==> src/rtl/oc_pkg.sv <==
package oc_pkg;
  typedef enum logic [2:0] {
    OC_FROZEN   = 3'd0,
    OC_SET      = 3'd1,
    OC_CLR      = 3'd2,
    OC_TOGGLE   = 3'd3,
    OC_FORCE_LO = 3'd4,
    OC_FORCE_HI = 3'd5,
    OC_PWM1     = 3'd6,
    OC_PWM2     = 3'd7
  } oc_mode_e;
endpackage

==> src/rtl/oc_ccr_bank.sv <==
module oc_ccr_bank #(
  parameter int CNT_W = 16
) (
  input  logic             clk_i,
  input  logic             rst_ni,
  input  logic             we_i,
  input  logic [CNT_W-1:0] wdata_i,
  input  logic             preload_en_i,
  input  logic             upd_i,
  output logic [CNT_W-1:0] act_o
);
  logic [CNT_W-1:0] shd_q, act_q;

  always_ff @(posedge clk_i or negedge rst_ni) begin
    if (!rst_ni) begin
      shd_q <= '0;
      act_q <= '0;
    end else begin
      if (we_i) shd_q <= wdata_i;
      // direct write bypasses shadow; update copies only under preload
      if (we_i && !preload_en_i) act_q <= wdata_i;
      else if (upd_i && preload_en_i) act_q <= shd_q;
    end
  end

  assign act_o = act_q;
endmodule

==> src/rtl/oc_cmp_unit.sv <==
module oc_cmp_unit #(
  parameter int CNT_W = 16
) (
  input  logic             clk_i,
  input  logic             rst_ni,
  input  logic [CNT_W-1:0] cnt_i,
  input  logic [CNT_W-1:0] cmp_i,
  input  logic             out_en_i,
  output logic             eq_o,
  output logic             lt_o,
  output logic             match_o
);
  logic match_q;

  assign eq_o = (cnt_i == cmp_i);
  assign lt_o = (cnt_i < cmp_i);

  always_ff @(posedge clk_i or negedge rst_ni) begin
    if (!rst_ni) match_q <= 1'b0;
    else         match_q <= eq_o && out_en_i;
  end

  assign match_o = match_q;
endmodule

==> src/rtl/oc_ref_gen.sv <==
module oc_ref_gen
  import oc_pkg::*;
#(
  parameter bit CLR_COMB = 1'b1
) (
  input  logic     clk_i,
  input  logic     rst_ni,
  input  oc_mode_e mode_i,
  input  logic     out_en_i,
  input  logic     eq_i,
  input  logic     lt_i,
  input  logic     fast_en_i,
  input  logic     trig_i,
  input  logic     clr_en_i,
  input  logic     ext_clr_i,
  output logic     ref_o
);
  logic ref_q, ref_d, fast_hit, hit, clr_now;

  assign fast_hit = fast_en_i && trig_i;
  assign hit      = eq_i || fast_hit;
  assign clr_now  = clr_en_i && ext_clr_i;

  always_comb begin
    ref_d = ref_q;
    if (!out_en_i || clr_now) begin
      ref_d = 1'b0;
    end else begin
      unique case (mode_i)
        OC_FROZEN:   ref_d = ref_q;
        OC_SET:      if (hit) ref_d = 1'b1;
        OC_CLR:      if (hit) ref_d = 1'b0;
        OC_TOGGLE:   if (hit) ref_d = ~ref_q;
        OC_FORCE_LO: ref_d = 1'b0;
        OC_FORCE_HI: ref_d = 1'b1;
        OC_PWM1:     ref_d = fast_hit ? 1'b0 :  lt_i;
        OC_PWM2:     ref_d = fast_hit ? 1'b1 : ~lt_i;
        default:     ref_d = ref_q;
      endcase
    end
  end

  always_ff @(posedge clk_i or negedge rst_ni) begin
    if (!rst_ni) ref_q <= 1'b0;
    else         ref_q <= ref_d;
  end

  generate
    if (CLR_COMB) begin : g_clr_comb
      assign ref_o = ref_q && !clr_now;
    end else begin : g_clr_reg
      assign ref_o = ref_q;
    end
  endgenerate
endmodule

==> src/rtl/tim_oc_chan.sv <==
module tim_oc_chan
  import oc_pkg::*;
#(
  parameter int CNT_W    = 16,
  parameter bit CLR_COMB = 1'b1
) (
  input  logic             clk_i,
  input  logic             rst_ni,
  input  logic [CNT_W-1:0] cnt_i,
  input  logic             cmp_we_i,
  input  logic [CNT_W-1:0] cmp_wdata_i,
  input  logic [2:0]       mode_i,
  input  logic [1:0]       sel_i,
  input  logic             preload_en_i,
  input  logic             fast_en_i,
  input  logic             clr_en_i,
  input  logic             trig_i,
  input  logic             ext_clr_i,
  input  logic             upd_i,
  output logic [CNT_W-1:0] cmp_o,
  output logic             ref_o,
  output logic             match_o
);
  logic [CNT_W-1:0] cmp_act;
  logic             out_en, eq, lt;
  oc_mode_e         mode;

  assign out_en = (sel_i == 2'd0);
  assign mode   = oc_mode_e'(mode_i);

  oc_ccr_bank #(.CNT_W(CNT_W)) u_ccr (
    .clk_i       (clk_i),
    .rst_ni      (rst_ni),
    .we_i        (cmp_we_i),
    .wdata_i     (cmp_wdata_i),
    .preload_en_i(preload_en_i),
    .upd_i       (upd_i),
    .act_o       (cmp_act)
  );

  oc_cmp_unit #(.CNT_W(CNT_W)) u_cmp (
    .clk_i   (clk_i),
    .rst_ni  (rst_ni),
    .cnt_i   (cnt_i),
    .cmp_i   (cmp_act),
    .out_en_i(out_en),
    .eq_o    (eq),
    .lt_o    (lt),
    .match_o (match_o)
  );

  oc_ref_gen #(.CLR_COMB(CLR_COMB)) u_ref (
    .clk_i    (clk_i),
    .rst_ni   (rst_ni),
    .mode_i   (mode),
    .out_en_i (out_en),
    .eq_i     (eq),
    .lt_i     (lt),
    .fast_en_i(fast_en_i),
    .trig_i   (trig_i),
    .clr_en_i (clr_en_i),
    .ext_clr_i(ext_clr_i),
    .ref_o    (ref_o)
  );

  assign cmp_o = cmp_act;
endmodule

==> config.mk <==
export PLATFORM = sky130hd
export DESIGN_NAME = tim_oc_chan
export DESIGN_NICKNAME = d
export VERILOG_FILES = /design/src/rtl/oc_pkg.sv /design/src/rtl/oc_ccr_bank.sv /design/src/rtl/oc_cmp_unit.sv /design/src/rtl/oc_ref_gen.sv /design/src/rtl/tim_oc_chan.sv
export SDC_FILE = /design/constraint.sdc
export NUM_CORES = 1
export LEC_CHECK = 0
export BUFFER_PORTS_ARGS = -buffer_cell sky130_fd_sc_hd__buf_4
export CAP_MARGIN = 20
export CORE_UTILIZATION = 44
export DETAILED_ROUTE_END_ITERATION = 8
export GPL_ROUTABILITY_DRIVEN = 1
export PLACE_DENSITY_LB_ADDON = 0.3
export SYNTH_ARGS = -nofsm -noshare
export SYNTH_HDL_FRONTEND = slang
export SYNTH_HIERARCHICAL = 1
export SYNTH_SLANG_ARGS = --single-unit
==> constraint.sdc <==
create_clock -name clk_i -period 2.4 [get_ports clk_i]
set_input_delay 0.24 -clock clk_i [delete_from_list [all_inputs] [get_ports clk_i]]
set_output_delay 0.24 -clock clk_i [all_outputs]
set_load 0.01 [all_outputs]
Word-level counts from Yosys, hierarchy flattened
Index checks and enable logic that the tools add are counted.

$lt $le $gt $ge: 1. Reductions and logical operators: 15. Bitwise operators: 2. Multiplexer cells: 9. Eq/ne operators: 12.

Operator list (count): $mux W16 (2); $eq A16 B16 Y1 (1); $lt A16 B16 Y1 (1); $eq A3 B3 Y1 const B (4); $ne A3 B1 Y1 const B (3); $pmux W1 S7 (1); $eq A3 B2 Y1 const B (2); $logic_and A1 B1 Y1 (6); $mux W1 (6); $reduce_and A4 Y1 (1); $eq A3 B1 Y1 const B (1); $logic_not A1 Y1 (3); $logic_not A3 Y1 (1); $logic_not A2 Y1 (1); $logic_or A1 B1 Y1 (2); $ne A2 B1 Y1 const B (1); $not A1 Y1 (2); $reduce_bool A2 Y1 (1).

Word-level logic and storage cells: 43. Bits in registers: 34. Output and inout bits: 18. Input bits: 46.

Longest topological paths before layout
Gate-level depths: netlist of the first run.

Word-level depth: 5. Depth in mapped cells: 10. Depth with buffers taken out: 10.

Modules after synthesis
Netlist of the first run, hierarchy kept.

By module, submodules not included: oc_ccr_bank (area each 1612.8 um^2, times used 1, seq. area each 800.8 um^2, cells each 104); oc_cmp_unit (area each 436.7 um^2, times used 1, seq. area each 25.0 um^2, cells each 58); oc_ref_gen (area each 116.4 um^2, times used 1, seq. area each 25.0 um^2, cells each 14); tim_oc_chan (area each 3.8 um^2, times used 1, seq. area each 0.0 um^2, cells each 1).

Least setup slack after synthesis of the first run
No wires, ideal clock.

Path type: register to register. Start: register u_ccr.act_q[14] (netlist: u_ccr/act_o[14]). End: register u_ref.ref_q. Clock period less this slack: 2.108 ns. Cell stages (with the launch flop): 11. Required time: 2.273 ns. Path buffers: 0. Library setup time: 0.127 ns. Arrival: 1.981 ns. Path slack: 0.292 ns. Path through: dfrtp_1 > inv_1 > ha_1 > nand4_2 > or4_4 > a21oi_1 > nor3_1 > a21boi_1 > nand3_1 > o21a_1 > a31oi_1.

Longest elaborated chain between the ends: 5. Elaborated cells on any way between the ends: 12. Those cells by class: order compare: 1; eq/ne: 4; mux: 4; bitwise: 1; reduce/logical: 2.

Ends and longest elaborated chain: from (decl) (RTL line oc_ccr_bank.sv:12) `logic [CNT_W-1:0] shd_q, act_q;`; from (signal assigned) (RTL line oc_ccr_bank.sv:21) `if (we_i && !preload_en_i) act_q <= wdata_i;`; from (signal assigned) (RTL line oc_ccr_bank.sv:22) `else if (upd_i && preload_en_i) act_q <= shd_q;`; $lt A16 B16 Y1 * (RTL line oc_cmp_unit.sv:16) `assign lt_o = (cnt_i < cmp_i);`; named net lt (RTL line tim_oc_chan.sv:25) `logic out_en, eq, lt;`; $not A1 Y1 (RTL line oc_ref_gen.sv:37) `OC_PWM2: ref_d = fast_hit ? 1'b1 : ~lt_i;`; $mux W1 (RTL line oc_ref_gen.sv:37); $pmux W1 S7 * (RTL line oc_ref_gen.sv:29) `unique case (mode_i)`; $mux W1 * (RTL line oc_ref_gen.sv:26) `if (!out_en_i || clr_now) begin`; to (signal assigned) (RTL line oc_ref_gen.sv:45) `else ref_q <= ref_d;`; to (decl) (RTL line oc_ref_gen.sv:18) `logic ref_q, ref_d, fast_hit, hit, clr_now;`.

The timed path passes the listed nets; every way through them passes the cells marked *. A chain may end at the register's enable or synchronous reset.

Final worst setup path of the first run
Ends and elaborated chain as after synthesis.

==> run metrics, run 1 <==
run status=finished clean; Min Clock Period, post-route=between 2 and 2.5 ns; global-route wire length before repair=about 7.4 mm; post-route cell area=about 0.0027 sq mm; Die X=about 72 um; Peak VDD IR=~0.30 mV; DR iter-0 viols=89; Final ANT Viol Nets=0; gpl congestion=about 0.7; CTS Buffer Depth=2; crit path cell chain=inv_1, ha_1, nand4_2, or4_4, a21oi_1, nor3_1, a21boi_1, mux2i_1, nand2_1, a31oi_1; crit-path max FO=4; CP Launch Point=u_ccr/act_o[14]; Post-Syn Instances=177; FF-to-FF setup slack=around 0.2 ns; Setup TNS=0 ns; post-cts resize count=0; Post-Route WL=around 4.5 mm; final hold viol count=0; Avg Cell Area, Syn=roughly 12 sq um; register area share after synthesis=39.2%; largest net degree at the start of global routing=35; worst hold path type=input port to flop; f_max=around 450 MHz; Critical Path RT=2.60 ns; Initial Utilization=about 46%; antenna diode count=0; hold_ws=between 0.15 and 0.2 ns; Top Metal Used=met4; TritonCTS clock tree=done; H-tree depth=2; critical path class=flop to flop; Setup crit start kind=flop; pwr dens=~600 mW/mm^2; Crit path largest cell delay=about 0.56 ns; setup ws final=0.196 ns; Skew-Pair Late Insertion Delay=0.28 ns; Yosys reg bits=34; die height=approximately 72 um; cts bufs inserted=5; Final #Nets=between 300 and 400; max-slew violations=0; footprint of the multi-input gates=0.00116 sq mm; fin crit share=between 90% and 100%; post-route DRC violation count=0; CP bufs+invs=1; share of layout cells above drive strength 1=~38%; syn_nets=roughly 240; Critical R2R Launch=u_ccr/act_o[14]; WL per Instance=between 10 and 15 um; Die Area=roughly 0.0052 sq mm; hold wc startpoint=cmp_wdata_i[8]; row count=25; CTS Sinks=34; Layout area overhead=25.8%; Worst-path clk slew=roughly 0.07 ns; DR vias=roughly 1500; DRT Pass-1 Iters=4; critical path's top delay family=simple AND/OR/NAND/NOR gates; postcts setup bufs=0; number of library cell types mapped by synthesis=30; Max-slew headroom=a little over three fifths; # port buffers=63; Sequential cell area=about 850 sq um; met1 WL=roughly 2.2 mm; # setup viols final=0; Layout Skew=0.00546 ns; RSZ-0062 raised after global routing=no; All-Layer GR Usage=18.8%; pre-CTS setup slack=between 0.2 and 0.25 ns; DR WL met2=2.11 mm; hpwl dp=3.21 mm; critical path arrival=between 2 and 2.5 ns; Leak=1.46 nW; total chip power=approximately 1.6 mW; Worst-Margin Slew=0.551 ns; num ports=64; Congestion Overflow GR=0; Post-Syn Area=0.00217 sq mm; Via density=around 5.0; number of fill cells=between 400 and 500; root buffer cell=clkbuf_8; Synth Warn #=6; vias in the first global route=1607; met3 routed WL=about 210 um; antenna violations before repair=0; crit end category=flop; Placed Area=0.00263 sq mm; core area=0.00472 sq mm; MaxCap Viol Count=0; crit path max-delay cell type=or4_4
-- final cells by class --
type / instances / share of cell area [%]
tap: 67 / 3.07
clock buffer: 7 / 3.16
timing repair buffer: 64 / 17.7
clock inverter: 1 / 0.183
inverter: 16 / 2.20
multi-input combinational: 119 / 42.5
sequential: 34 / 31.2
-- registers in the layout, indices dropped and copies added (netlist names) --
name           count
u_ccr/act_o       16
u_ccr/shd_q       16
u_cmp/match_o      1
u_ref/ref_q        1
-- metal layers --
layer	GRT usage, %	vias to the layer above
li1	-	753
met1	25.0	733
met2	30.1	39
met3	5.28	4
met4	5.23	0
met5	0	-
-- worst paths after layout --
check | to | cells after the start
worst max-delay path | u_ref/ref_q | 10
min in group asynchronous | u_ccr/shd_q[8] | 2
worst min register to register | u_ccr/shd_q[5] | 1
worst max register to register | u_ref/ref_q | 10
max in group asynchronous | u_ccr/shd_q[3] | 2
worst min-delay path | u_ccr/shd_q[8] | 2
-- logic make-up (layout without fill, tap and decap cells) --
kind of cell | Yosys count | in the layout | synth area share, %
muxes | 65 | 65 | 33.3
DFF | 34 | 34 | 39.2
buffers and inverters | 24 | 88 | 7.32
and+or+nand+nor | 21 | 21 | 5.82
AOI/OAI and AO/OA | 17 | 17 | 5.08
adders and majority gates | 16 | 16 | 9.23
-- power by group --
group          switching [mW]  internal [mW]
clock network           0.204          0.231
logic                   0.221          0.273
registers              0.0680          0.648
total                   0.493           1.15
-- per-stage QoR --
step                      utilization (%)  cells
after global placement               55.6    299
after floorplan                         -    177
after detailed placement             55.6    299
final                                57.8    308
after global routing                 57.8    308
after CTS                            57.8    308
-- synthesized netlist by cell type (all sizes together) --
master	n	area, sq um
o21bai	1	11.3
mux2	16	233
mux2i	49	490
o21ai	1	5.00
ha	16	200
inv	16	60.1
o21a	1	7.51
a21o	1	7.51
nor2	4	17.5
or4	1	11.3
buf	8	98.8
a221o	1	10.0
nor3	1	5.00
a21oi	8	40.0
a21boi	1	7.51
nand3	2	10.0
nand4	4	31.3
nand2	5	18.8
and2	2	12.5
dfrtp	34	851
o211ai	2	15.0
a31oi	1	6.26
nor2b	2	20.0
-- what timing repair did --
action | CTS | global route
setup endpoints to repair | 0 | 0
hold buffers | 1 | 0
endpoints found under the hold margin | 34 | 0
-- cells in the final DEF (no fill, tap or decap), drive strengths merged, types with 2 or more instances in the layout --
master  synthesis  routed
nand3           2       2
nand4           4       4
buf             8      63
clkbuf          0       7
nor2            4       4
mux2i          49      49
nor2b           2       2
o211ai          2       2
dfrtp          34      34
a21oi           8       8
mux2           16      16
ha             16      16
inv            16      16
and2            2       2
nand2           5       5
Power figures use the tool's default switching activity.
==> run 2: changes to the inputs <==
--- a/config.mk
+++ b/config.mk
@@ -5,9 +5,9 @@
 export SDC_FILE = /design/constraint.sdc
 export NUM_CORES = 1
 export LEC_CHECK = 0
-export BUFFER_PORTS_ARGS = -buffer_cell sky130_fd_sc_hd__buf_4
+export BUFFER_PORTS_ARGS = -buffer_cell sky130_fd_sc_hd__buf_2
 export CAP_MARGIN = 20
-export CORE_UTILIZATION = 44
+export CORE_UTILIZATION = 48
 export DETAILED_ROUTE_END_ITERATION = 8
 export GPL_ROUTABILITY_DRIVEN = 1
 export PLACE_DENSITY_LB_ADDON = 0.3
==> run 2 against run 1 <==
Compared with the run above: register-to-register slack got worse by 0.03 ns; largest cell class unchanged; highest routed layer unchanged; total power decreased by 3.2%; count of clock-buffer cells in the layout unchanged; worst setup slack got worse by 0.028 ns; combinational power decreased by 7.7%; sequential power about the same; sequential share of layout area increased by 2.0 points; die area decreased by 8.1%; global-route usage decreased by 0.38 points; clock skew decreased by 0.0015 ns; utilization increased by 1.1 points; clock power decreased by 3%.
==> run metrics, run 2 (same netlist as run 1, synthesis figures left out) <==
run status=finished clean; Layout Skew=roughly 0.004 ns; Setup TNS=0 ns; core area=around 0.0044 sq mm; row count=24; largest net degree at the start of global routing=35; cts bufs inserted=5; antenna diode count=0; DRT Pass-1 Iters=4; Skew-Pair Late Insertion Delay=about 0.28 ns; Die X=between 60 and 70 um; Critical Path RT=around 2.6 ns; Post-Route WL=about 4.3 mm; root buffer cell=clkbuf_8; DR vias=1520; antenna violations before repair=0; Max-slew headroom=around 50%; final hold viol count=0; Leak=~1.4 nW; commonest non-fill, non-tap cell in the layout=buf_2; Final ANT Viol Nets=0; Placed Area=roughly 0.0025 sq mm; Min Clock Period, post-route=roughly 2.2 ns; TritonCTS clock tree=done; # setup viols final=0; All-Layer GR Usage=18.4%; Peak VDD IR=approximately 0.36 mV; Congestion Overflow GR=0; RSZ-0062 raised after global routing=no; crit-path max FO=3; max-slew violations=0; post-cts resize count=0; CTS Sinks=34; global-route wire length before repair=7.11 mm; post-route cell area=between 0.002 and 0.003 sq mm; Hold Buf Count CTS=0; crit end category=flop; commonest non-fill, non-tap cells in the layout=63 x buf_2, 49 x mux2i_1, 34 x dfrtp_1; pwr dens=~620 mW/mm^2; worst hold path type=input port to async pin; die height=between 60 and 70 um; vias in the first global route=approximately 1500; share of layout cells above drive strength 1=between 30% and 40%; f_max=448 MHz; gpl congestion=~0.74; Layout area overhead=18.2%; fin crit share=just over 90%; post-route DRC violation count=0; Initial Utilization=roughly half; Final #Nets=between 300 and 400; Worst-Margin Slew=0.751 ns; DR iter-0 viols=71; Setup crit start kind=flop; MaxCap Viol Count=0; R2R depth=10; # port buffers=between 60 and 70; Die Area=~0.0048 sq mm; Worst-path clk slew=around 0.07 ns; num ports=64; H-tree depth=2; CTS Buffer Depth=2; hpwl dp=between 3 and 4 mm; critical path class=flop to flop; FF-to-FF setup slack=approximately 0.17 ns; critical path arrival=~2.4 ns; Via density=just over 5; WL per Instance=around 14 um
[run 2: cell types whose count changed in the layout (fill, tap and decap cells not counted), sizes merged]
cell,before,now
dlygate4sd3,1,0
buf,63,66
[run 2: critical path, stage by stage (launching register included)]
cell,delay [ns]
dfrtp_1,0.37
inv_1,0.06
ha_1,0.34
nand4_2,0.15
or4_4,0.56
a21oi_1,0.13
nor3_1,0.06
a21boi_1,0.14
mux2i_1,0.15
nand2_1,0.07
a31oi_1,0.12
[run 2: routing by layer]
metal / vias up / global-route usage, % / wire, um
met3: 4 / 5.52 / 232
li1: 759 / - / -
met5: - / 0 / 0
met4: 0 / 4.76 / 37
met1: 714 / 25.1 / 1980
met2: 43 / 28.7 / 2010
[run 2: worst paths after layout]
check,start,end
max,u_ccr/act_o[14],u_ref/ref_q
min,rst_ni,u_ccr/shd_q[8]
max reg2reg,u_ccr/act_o[14],u_ref/ref_q
min reg2reg,u_ccr/shd_q[10],u_ccr/shd_q[10]
max in group asynchronous,rst_ni,u_ccr/act_o[10]
min in group clk_i,cmp_wdata_i[8],u_ccr/shd_q[8]
[run 2: timing repair]
| item | CTS | global route |
|---|---|---|
| buffers inserted | 0 | 1 |
| endpoints found under the setup margin | 0 | 1 |
| endpoints found under the hold margin | 0 | 0 |
[run 2: metrics by stage]
| step | hold WS (ns) | utilization [%] | total power, mW | worst slack, ns | instances |
|---|---|---|---|---|---|
| 2_1_floorplan | -0.0556 | - | 1.02 | 0.292 | 177 |
| 3_3_place_gp | 0.366 | 56.6 | 1.16 | 0.292 | 286 |
| 3_5_place_dp | 0.366 | 56.6 | 1.18 | 0.189 | 286 |
| 4_1_cts | 0.0649 | 58.7 | 1.61 | 0.160 | 294 |
| 5_1_grt | 0.0896 | 58.9 | 1.70 | 0.0141 | 295 |
| 6_report | 0.0248 | 58.9 | 1.59 | 0.168 | 295 |
[run 2: final cells by class]
type                    count  area, sq um
clock buffers               7         86.3
clock inverters             1         5.00
fillers                   371         1790
inverters                  16         60.1
multi-input cells         119         1160
flip-flops and latches     34          851
well taps                  52         65.1
repair buffers             66          338
[run 2: power by group]
group | switching (mW) | internal [mW] | total, mW
combinational | 0.223 | 0.233 | 0.456
sequential | 0.0654 | 0.649 | 0.714
clock | 0.193 | 0.231 | 0.424
total | 0.482 | 1.11 | 1.59
==> run 3: changes to the inputs <==
--- a/config.mk
+++ b/config.mk
@@ -7,7 +7,8 @@
 export LEC_CHECK = 0
 export BUFFER_PORTS_ARGS = -buffer_cell sky130_fd_sc_hd__buf_2
 export CAP_MARGIN = 20
-export CORE_UTILIZATION = 48
+export CORE_UTILIZATION = 47
+export CTS_CLUSTER_DIAMETER = 40
 export DETAILED_ROUTE_END_ITERATION = 8
 export GPL_ROUTABILITY_DRIVEN = 1
 export PLACE_DENSITY_LB_ADDON = 0.3
==> constraint.sdc (replaced) <==
create_clock -name clk_i -period 2 [get_ports clk_i]
set_input_delay 0.2 -clock clk_i [delete_from_list [all_inputs] [get_ports clk_i]]
set_output_delay 0.2 -clock clk_i [all_outputs]
set_load 0.01 [all_outputs]
==> run 3 against run 2 <==
Compared with the run above: non-clock buffer count rose by 12; worst setup slack got worse by 0.28 ns; total power rose by 44%; largest power group unchanged; count of clock-buffer cells in the layout fell by 1; via count rose by 3.0%; die area rose by 2.1%; the flow now finishes with violations (negative hold slack, negative setup slack).
==> run metrics, run 3 (same netlist as run 1, synthesis figures left out) <==
critical path arrival=approximately 2.3 ns; antenna violations before repair=0; Crit path largest cell delay=approximately 0.55 ns; DR iter-0 viols=60; Critical R2R Launch=u_ccr/act_o[9]; Inst Count DP=approximately 300; Initial Utilization=49.5%; crit-path max FO=2; Worst-path clk slew=0.07 ns; Min Clock Period, post-route=between 2 and 2.5 ns; Skew-Pair Late Insertion Delay=approximately 0.28 ns; # setup viols final=1; # port buffers=63; hpwl dp=around 3.4 mm; Via density=5.10; CTS Sinks=34; core area=0.00438 sq mm; Critical Path RT=between 2 and 2.5 ns; pre-CTS setup slack=-0.0707 ns; WL per Instance=14.9 um; RSZ-0062 raised after global routing=yes; critical path's top delay family=simple AND/OR/NAND/NOR gates; f_max=approximately 470 MHz; Layout Skew=between 0.004 and 0.005 ns; All-Layer GR Usage=around a fifth; Worst R2R End=u_ref/ref_q; Die Area=0.00489 sq mm; CP bufs+invs=1; cts bufs inserted=5; Final #Nets=between 300 and 400; crit end category=flop; max-slew violations=0; fin crit share=106%; CTS Buffer Depth=2; TritonCTS clock tree=done; critical path class=flop to flop; Setup TNS=-0.115 ns; number of fill cells=between 300 and 400; R2R depth=10; post-route DRC violation count=0; global-route wire length before repair=~7.4 mm; DR vias=approximately 1600; FF-to-FF setup slack=-0.11 ns; MaxCap Viol Count=0; gpl congestion=0.703; largest net degree at the start of global routing=35; Final ANT Viol Nets=0; hold_ws=-0.00882 ns; Leak=approximately 1.5 nW; Die X=between 60 and 70 um; share of layout cells above drive strength 1=46.7%; final hold viol count=27; Peak VDD IR=around 0.44 mV; Setup crit start kind=flop; root buffer cell=clkbuf_8; commonest non-fill, non-tap cells in the layout=63 x buf_2, 49 x mux2i_1, 34 x dfrtp_1; num ports=64; vias in the first global route=~1600; Worst-Margin Slew=0.779 ns; run status=complete, but fails checks; Max-slew headroom=48.0%; crit path cell chain=inv_1, ha_4, nand4_1, or4_4, a21oi_2, nor3_2, a21boi_2, mux2i_1, nand2_1, a31oi_1; crit path max-delay cell type=or4_4; Layout area overhead=28.2%; die height=between 60 and 70 um; row count=24; Congestion Overflow GR=0; H-tree depth=2; setup ws final=-0.115 ns; violations in the final reports=negative hold slack, negative setup slack; antenna diode count=0; worst hold path type=input port to async pin; DRT Pass-1 Iters=4; commonest non-fill, non-tap cell in the layout=buf_2; Finished Layout Cells=307; Post-Route WL=about 4.6 mm; pwr dens=~830 mW/mm^2
run 3: cell count changes in the layout (fill, tap and decap cells not counted), moves of 2 or more:
cell       previous run  this run
inv_1                16        12
bufinv_16             0         2
ha_1                 16        11
ha_4                  0         5
buf_4                 3        15
inv_2                 0         4
run 3: per-stage QoR:
| stage | utilization [%] | total power [mW] | hold WS [ns] | cell area [sq um] |
|---|---|---|---|---|
| floorplan | - | 1.25 | -0.0956 | 2220 |
| global placement | 59.5 | 1.48 | 0.319 | 2610 |
| detailed placement | 59.5 | 1.51 | 0.321 | 2610 |
| CTS | 62.8 | 2.31 | 0.00757 | 2750 |
| global route | 63.4 | 2.43 | 0.0508 | 2780 |
| finish | 63.4 | 2.30 | -0.00882 | 2780 |
run 3: cell type report:
type                            instances  area (sq um)  share of cell area, %
Clock buffer                            6          82.6                   2.97
Clock inverter                          2          60.1                   2.16
Inverter                               16          60.1                   2.16
Multi-Input combinational cell        119          1230                   44.4
Sequential cell                        34           851                   30.6
Tap cell                               52          65.1                   2.34
Timing Repair Buffer                   78           428                   15.4
run 3: report_power, final:
group	internal (mW)	switching, mW
combinational	0.355	0.321
clock	0.532	0.255
sequential	0.778	0.0591
total	1.66	0.635
run 3: worst max path at each step:
stage / from / to / depth (start not counted)
3_3_place_gp: u_ccr/act_o[10] / u_ref/ref_q / 10
6_report: u_ccr/act_o[9] / u_ref/ref_q / 10
5_1_grt: u_ccr/act_o[9] / u_ref/ref_q / 10
4_1_cts: u_ccr/act_o[10] / u_ref/ref_q / 10
2_1_floorplan: u_ccr/act_o[10] / u_ref/ref_q / 10
3_5_place_dp: u_ccr/act_o[10] / u_ref/ref_q / 10
run 3: timing repair:
item                       4_1_cts  5_1_grt
gates cloned                     0        0
pin swaps                        0        2
hold buffers                     0        0
buffers inserted                 0        1
setup endpoints to repair        1        1
resized for setup                0        3
run 3: per-layer routing:
layer | vias up | GRT usage [%] | wire length [um]
met1 | 721 | 25.7 | 2150
met3 | 6 | 5.05 | 269
met2 | 51 | 31.5 | 2110
met5 | - | 0 | 0
met4 | 0 | 5.11 | 50
li1 | 788 | - | -
